===== src/rtl/unpk_pkg.sv =====
package unpk_pkg;
  typedef enum logic [1:0] {
    ST_FILL  = 2'd0,
    ST_SHOW  = 2'd1,
    ST_SLEEP = 2'd2
  } unpk_state_e;
endpackage


===== src/rtl/unpk_lanes.sv =====
module unpk_lanes #(
  parameter int WORD_BYTES = 4,
  parameter int BYTE_W     = 8,
  localparam int WORD_W    = WORD_BYTES * BYTE_W,
  localparam int CNT_W     = $clog2(WORD_BYTES + 1)
) (
  input  logic              clk,
  input  logic              rst_n,
  input  logic [BYTE_W-1:0] byte_data,
  input  logic              take,
  input  logic              clear,
  output logic [WORD_W-1:0] word,
  output logic [CNT_W-1:0]  cnt,
  output logic              full
);
  assign full = (cnt == CNT_W'(WORD_BYTES));

  always_ff @(posedge clk or negedge rst_n) begin
    if (!rst_n)     cnt <= '0;
    else if (clear) cnt <= '0;
    else if (take)  cnt <= cnt + 1'b1;
  end

  for (genvar i = 0; i < WORD_BYTES; i++) begin : g_lane
    logic [BYTE_W-1:0] lane_q;
    always_ff @(posedge clk or negedge rst_n) begin
      if (!rst_n)                           lane_q <= '0;
      else if (take && cnt == CNT_W'(i))    lane_q <= byte_data;
    end
    assign word[i*BYTE_W +: BYTE_W] = lane_q;
  end
endmodule


===== src/rtl/unpk_ctrl.sv =====
module unpk_ctrl
  import unpk_pkg::*;
(
  input  logic        clk,
  input  logic        rst_n,
  input  logic        byte_valid,
  input  logic        word_go,
  input  logic        rd_done,
  input  logic        sleep,
  input  logic        full,
  output unpk_state_e state,
  output logic        take,
  output logic        clear,
  output logic        err
);
  unpk_state_e nxt;
  logic        short_go;

  assign take     = (state == ST_FILL) && byte_valid && !full && !sleep;
  assign clear    = (state == ST_SHOW) && rd_done && !sleep;
  assign short_go = (state == ST_FILL) && word_go && !full && !sleep;

  always_comb begin
    nxt = state;
    if (sleep) nxt = ST_SLEEP;
    else begin
      case (state)
        ST_FILL:  if (word_go && full) nxt = ST_SHOW;
        ST_SHOW:  if (rd_done)         nxt = ST_FILL;
        default:  nxt = ST_SLEEP;
      endcase
    end
  end

  always_ff @(posedge clk or negedge rst_n) begin
    if (!rst_n) begin
      state <= ST_FILL;
      err   <= 1'b0;
    end else begin
      state <= nxt;
      err   <= err | short_go;
    end
  end
endmodule


===== src/rtl/unpk_drive.sv =====
module unpk_drive
  import unpk_pkg::*;
#(
  parameter int WORD_W = 32
) (
  input  unpk_state_e       state,
  input  logic [WORD_W-1:0] word,
  output logic [WORD_W-1:0] bus_data,
  output logic              bus_oe,
  output logic              wait_n
);
  assign bus_oe   = (state == ST_SHOW);
  assign bus_data = bus_oe ? word : '0;
  assign wait_n   = (state != ST_FILL);
endmodule


===== src/rtl/bootword_unpacker.sv =====
module bootword_unpacker
  import unpk_pkg::*;
#(
  parameter int WORD_BYTES = 4,
  parameter int BYTE_W     = 8,
  localparam int WORD_W    = WORD_BYTES * BYTE_W,
  localparam int CNT_W     = $clog2(WORD_BYTES + 1)
) (
  input  logic              clk,
  input  logic              rst_n,
  input  logic [BYTE_W-1:0] byte_data,
  input  logic              byte_valid,
  input  logic              word_go,
  input  logic              rd_done,
  input  logic              sleep,
  output logic [WORD_W-1:0] bus_data,
  output logic              bus_oe,
  output logic              wait_n,
  output logic              err
);
  unpk_state_e       state;
  logic              take, clear, full;
  logic [WORD_W-1:0] word;
  logic [CNT_W-1:0]  byte_cnt;

  unpk_ctrl u_ctrl (
    .clk, .rst_n, .byte_valid, .word_go, .rd_done, .sleep, .full,
    .state, .take, .clear, .err
  );

  unpk_lanes #(.WORD_BYTES(WORD_BYTES), .BYTE_W(BYTE_W)) u_lanes (
    .clk, .rst_n, .byte_data, .take, .clear, .word, .cnt(byte_cnt), .full
  );

  unpk_drive #(.WORD_W(WORD_W)) u_drive (
    .state, .word, .bus_data, .bus_oe, .wait_n
  );
endmodule


===== config.mk =====
export PLATFORM = sky130hd
export DESIGN_NAME = bootword_unpacker
export DESIGN_NICKNAME = d
export VERILOG_FILES = /design/src/rtl/unpk_pkg.sv /design/src/rtl/unpk_lanes.sv /design/src/rtl/unpk_ctrl.sv /design/src/rtl/unpk_drive.sv /design/src/rtl/bootword_unpacker.sv
export SDC_FILE = /design/constraint.sdc
export NUM_CORES = 1
export LEC_CHECK = 0
export BUFFER_PORTS_ARGS = -buffer_cell sky130_fd_sc_hd__clkbuf_2
export CORE_UTILIZATION = 55
export CTS_CLUSTER_DIAMETER = 150
export DETAILED_ROUTE_END_ITERATION = 10
export GPL_TIMING_DRIVEN = 0
export PLACE_DENSITY = 0.9
export SETUP_SLACK_MARGIN = 0.2
export SLEW_MARGIN = 20
export SYNTH_ARGS = -nofsm -noshare
export SYNTH_HDL_FRONTEND = slang
export SYNTH_SLANG_ARGS = --single-unit

===== constraint.sdc =====
create_clock -name clk -period 2.65 [get_ports clk]
set_clock_uncertainty 0.2 [all_clocks]
set_input_delay 0.1325 -clock clk [delete_from_list [all_inputs] [get_ports clk]]
set_output_delay 0.1325 -clock clk [all_outputs]
set_load 0.02 [all_outputs]

==> flow_summary_export.csv, run 1 <==
group,metric,value,unit
outcome,run_status,"completed",
synthesis,synth_common_cells,"dfrtp_1, mux2_2, and2_1, ha_1, nand2_1",
global_route,busiest_layer,"met2",
global_route,grt_max_degree,39,
layout,multi_input_area,800,sq um
pwr,leakage,1.20,nW
die,die_area,3460,sq um
layout,drive_gt1_share,48.0,%
placement,gp_congestion,0.764,
cts,cts_resized,0,
placement,port_buffers,48,
route,via_per_inst,5.06,
timing,finalWorstSetupSlack,0.397,ns
timing,max_slew_margin,39.5,%
pwr,p_total,0.976,mW
setup_path,crit_arrival,1.92,ns
synthesis,syn_inst,136,
global_route,antenna_found_initial,0,
synthesis,synth_top_cell_by_area,"dfrtp_1",
route,post_drt_wl_per_cell,14.9,microns
setup_path,cp-end-kind,"output port",
die,core_area,3050,sq um
synthesis,yosysMostFrequentCell,"dfrtp_1",
die,die_h,58.9,microns
placement,dp_hpwl,2540,microns
synthesis,synthDistinctLibCells,20,
global_route,grt_pass1_vias,1309,
setup_path,path_max_fanout,10,
route,drtIter0Drc,24,
synthesis,synth_seq_cells,38,
setup_path,worstPathRequired,2.32,ns
timing,rsz0062_at_grt,"false",
global_route,track_usage,23.8,%
placement,pre_cts_ws,0.729,ns
placement,place_area,2070,sq um
global_route,grtUsageMet2,41.4,%
timing,fmax,444,MHz
die,pin_count,49,
cts,htreeDepth,2,
layout,final_area,2260,sq um
cts,cts.path.max_buffers,2,
timing,tightest_slew,0.908,ns
layout,fin_cells,248,
die,rows,20,
route,vias,1256,
synthesis,netlist_area,1780,sq um
synthesis,synth.area.top_cells,"dfrtp_1, mux2_2, and2_1",
route,drtAntennaViolNets,0,
synthesis,synth_seq_area_share,53.5,%
cts,clkTransAtPathRegs,0.11,ns
layout,diodes,0,
cts,ctsRootBufferMaster,"clkbuf_4",
timing,setup_viol_count_final,0,
timing,final_hold_viol_count,0,
global_route,grt_overflow,0,
timing,post-route-min-period,2.25,ns
synthesis,netlist.area_leader.share,53.5,%
layout,nFillCells,225,
placement,place_inst,228,
layout,seqCellArea,951,sq um
layout,final_util,73.9,%
timing,finalCritPeriodShare,85.0,%
layout,final_nets,222,
cts,numCtsBuffers,5,
hold_path,min_path_type,"in2reg",
layout,areaGrowthSynthToFinish,27.0,%
pwr,ir_worst_vdd,0.000327,V
synthesis,synth_edf_count,0,
cts,cts_tree,"built",
synthesis,synth_top_flop_cell,"dfrtp_1",
synthesis,yosys_warnings,0,
global_route,met3_usage,8.13,%
pwr,cellPowerDensity,433,nW/um^2
route,drt_pre_antenna_iters,4,
die,die_x,58.9,microns
synthesis,syn-num-nets,155,
cts,clk_latency,0.35,ns
global_route,grtUsageMet1,25.5,%
job,maxCapViolCount,0,
timing,worst_hold_slack,0.0633,ns
route,drt_wl_total,3700,microns
die,start_util,58.2,%
timing,drv_slew,0,
timing,final.setup.tns,0,ns
setup_path,crit_type,"reg2out",
synthesis,avgSynthCellArea,13.1,sq um
global_route,grt_pass1_wl,5730,microns
route,drc_errors,0,
synthesis,ys_async_sr_fraction,100,%
setup_path,worstSetupStartpointType,"flop",
cts,cts.sinks,38,
cell usage in the layout, fill, tap and decap left out, drive strengths merged:
master        n
nand3         4
nand4bb       1
a31o          2
nor2          1
clkinv        1
nor2b         1
mux2i         2
clkinvlp      1
clkbuf       57
dfrtp        38
nor3          1
inv           3
buf           1
ha            5
mux2         33
or2           2
and3          1
and2         32
dlygate4sd3  12
nand2         4
nor4b         1
and4          1
cell type report:
class,count,share of cell area (%)
well taps,44,2.44
flip-flops and latches,38,42.1
plain buffers,4,0.721
clock inverters,2,0.554
repair buffers,60,16.0
multi-input cells,91,35.4
clock buffers,6,2.27
inverters,3,0.499
registers in the layout, summed over array words and instances, names as in the netlist:
| name | cells |
|---|---|
| u_ctrl.state | 2 |
| u_lanes.g_lane.lane_q | 32 |
| u_ctrl.err | 1 |
| u_lanes.cnt | 3 |
metal layers:
metal	vias up	wire [microns]
met2	41	1970
met1	615	1470
met4	0	63
met3	5	193
li1	595	-
met5	-	0
critical path: stages (launching register included):
cell and delay (ns):
dfrtp_1 0.48, nor2b_1 0.34, clkbuf_1 0.37, and2_1 0.20, clkbuf_2 0.17
kinds of logic (layout without fill, tap and decap cells):
kind of cell | count (synthesis) | after routing | share of synthesized area [%]
AO/OA/AOI/OAI | 2 | 2 | 0.985
buffers and inverters | 7 | 75 | 1.55
AND/OR/NAND/NOR | 49 | 49 | 18.4
flip-flops | 38 | 38 | 53.5
multiplexers | 35 | 35 | 22.0
adder cells (fa/ha/maj) | 5 | 5 | 3.52
worst paths after layout:
path	slack, ns	depth (start not counted)	end	startpoint
setup reg to reg	0.73	4	u_lanes.g_lane[2].lane_q[5]	u_ctrl.state[0]
max in group asynchronous	1.45	2	u_lanes.g_lane[1].lane_q[1]	rst_n
min in group asynchronous	0.24	2	u_lanes.g_lane[2].lane_q[1]	rst_n
hold reg to reg	0.29	1	u_ctrl.err	u_ctrl.err
setup / recovery	0.40	4	bus_data[9]	u_ctrl.state[0]
hold / removal	0.06	4	u_lanes.cnt[0]	byte_valid
power breakdown:
group / internal [mW] / leakage, nW / switching [mW]
Sequential: 0.590 / 0.520 / 0.00669
Clock: 0.127 / 0.0343 / 0.191
Combinational: 0.0302 / 0.649 / 0.0301
repair_timing:
action,4_1_cts,5_1_grt
hold buffers,12,0
setup endpoints to repair,0,0
endpoints found under the hold margin,73,0
buffers inserted,0,0
Note: power is estimated with default switching activity, not from simulation.
==> run 2, diff against run 1 <==
CORE_UTILIZATION = 50   (was 55)
PLACE_DENSITY = 0.84   (was 0.9)
SLEW_MARGIN = 40   (was 20)
==> flow_summary_export.csv, run 2 (same netlist as run 1, synthesis figures left out) <==
group,metric,value,unit
outcome,run_status,"completed",
setup_path,worstReg2RegStart,"u_ctrl.state[0]",
timing,worst_hold_slack,0.0788,ns
hold_path,worstHoldEndpoint,"u_lanes.cnt[0]",
timing,fmax,442,MHz
timing,final.setup.tns,0,ns
setup_path,cp-end-kind,"output port",
timing,drv_slew,0,
placement,place_area,2080,sq um
global_route,track_usage,21.5,%
layout,final_area,2280,sq um
cts,clkTransAtPathRegs,0.11,ns
cts,cts_tree,"built",
cts,htreeDepth,2,
layout,areaGrowthSynthToFinish,28.1,%
pwr,p_total,1.04,mW
hold_path,whs_path_depth,4,
route,drt_wl_total,3600,microns
placement,gp_congestion,0.857,
die,core_area,3360,sq um
setup_path,worstPathRequired,2.32,ns
route,drt_pre_antenna_iters,4,
route,vias,1239,
die,pin_count,49,
route,post_drt_wl_per_cell,14.4,microns
cts,cts.path.max_buffers,2,
timing,final_hold_viol_count,0,
layout,final_cell_mix,"clkbuf_2, dfrtp_1, mux2_2, and2_1, dlygate4sd3_1",
layout,seqCellArea,951,sq um
layout,final_nets,222,
setup_path,reg2reg_depth,3,
setup_path,rr_endpoint,"u_lanes.g_lane[0].lane_q[4]",
route,drtIter0Drc,18,
route,via_per_inst,4.96,
job,maxCapViolCount,0,
placement,pre_cts_ws,0.763,ns
setup_path,path_max_fanout,10,
timing,post-route-min-period,2.26,ns
die,die_x,61.6,microns
global_route,grt_pass1_vias,1222,
timing,rsz0062_at_grt,"false",
global_route,grt_pass1_wl,5610,microns
pwr,cellPowerDensity,458,nW/um^2
layout,drive_gt1_share,48.5,%
global_route,grt_max_degree,39,
route,drc_errors,0,
global_route,antenna_found_initial,0,
die,rows,21,
die,die_h,61.6,microns
cts,numCtsBuffers,5,
pwr,ir_worst_vdd,0.000391,V
timing,finalCritPeriodShare,85.4,%
setup_path,crit_type,"reg2out",
cts,clk_latency,0.34,ns
global_route,grt_overflow,0,
die,die_area,3800,sq um
layout,multi_input_area,800,sq um
hold_path,min-delay-start,"byte_valid",
timing,tightest_slew,0.517,ns
layout,nFillCells,280,
hold_path,min_path_type,"in2reg",
layout,largestRegisters,"u_lanes.g_lane.lane_q: 32 flops, u_lanes.cnt: 3 flops, u_ctrl.state: 2 flops",
layout,final_common_cell,"clkbuf_2",
route,drtAntennaViolNets,0,
pwr,leakage,1.22,nW
cts,ctsRootBufferMaster,"clkbuf_4",
layout,largest_reg_flops,32,
timing,max_slew_margin,65.5,%
cts,cts.sinks,38,
placement,dp_hpwl,2580,microns
setup_path,crit_arrival,1.93,ns
setup_path,rrSetupSlack,0.73,ns
layout,top_register,"u_lanes.g_lane.lane_q",
timing,setup_viol_count_final,0,
setup_path,worstSetupStartpointType,"flop",
timing,finalWorstSetupSlack,0.387,ns
layout,diodes,0,
die,start_util,52.9,%
placement,port_buffers,48,
[run 2: cell count changes in the layout (fill, tap and decap cells not counted)]
| cell | change |
|---|---|
| clkbuf_4 | +1 |
| clkinvlp_4 | -1 |
| bufinv_16 | +1 |
| clkbuf_8 | -1 |
| clkinv_2 | +1 |
| clkbuf_1 | -1 |
[run 2: how the worst max path moves through the flow]
stage / from / slack (ns) / endpoint / depth (start not counted)
3_3_place_gp: u_ctrl.state[0] / 0.80 / bus_data[26] / 4
4_1_cts: u_ctrl.state[0] / 0.36 / bus_data[27] / 4
2_1_floorplan: u_ctrl.state[0] / 0.97 / bus_data[0] / 3
5_1_grt: u_ctrl.state[0] / 0.21 / bus_data[13] / 4
3_5_place_dp: u_ctrl.state[0] / 0.76 / bus_data[27] / 4
6_report: u_ctrl.state[0] / 0.39 / bus_data[27] / 4
[run 2: final cells by class]
| type | count | area share, % |
|---|---|---|
| buffer | 4 | 0.769 |
| clock buffer | 5 | 1.65 |
| clock inverter | 3 | 1.76 |
| inverter | 3 | 0.495 |
| multi-input combinational | 91 | 35.1 |
| sequential | 38 | 41.8 |
| tap | 46 | 2.53 |
| timing repair buffer | 60 | 15.9 |
[run 2: through the flow]
stage,std cells,utilization [%]
floorplan,136,-
global placement,230,61.7
detailed placement,230,61.8
CTS,250,67.7
global route,250,67.7
finish,250,67.7
[run 2: report_power, final]
part | leakage, nW | internal [mW] | switching (mW)
Clock | 0.0450 | 0.195 | 0.190
Sequential | 0.520 | 0.590 | 0.00616
Combinational | 0.653 | 0.0307 | 0.0302
Total | 1.22 | 0.816 | 0.226
[run 2: repair_timing]
item / CTS / global route
endpoints found under the hold margin: 74 / 0
hold buffers: 12 / 0
setup buffers: 0 / 0
gates resized for setup: 0 / 2
setup endpoints to repair: 0 / 4
[run 2: worst max-delay path, cell delays in order (launching register included)]
cell and delay [ns]:
dfrtp_1 0.48, nor2b_1 0.35, clkbuf_1 0.39, and2_1 0.20, clkbuf_2 0.16
[run 2: routing by layer]
layer	up-vias	GRT usage [%]	share of wire, %	wire length [microns]
met4	0	7.62	1.4	52
met3	6	5.67	4.4	158
li1	595	-	-	-
met5	-	0	0	0
met2	37	37.3	53	1920
met1	601	25.6	41	1470
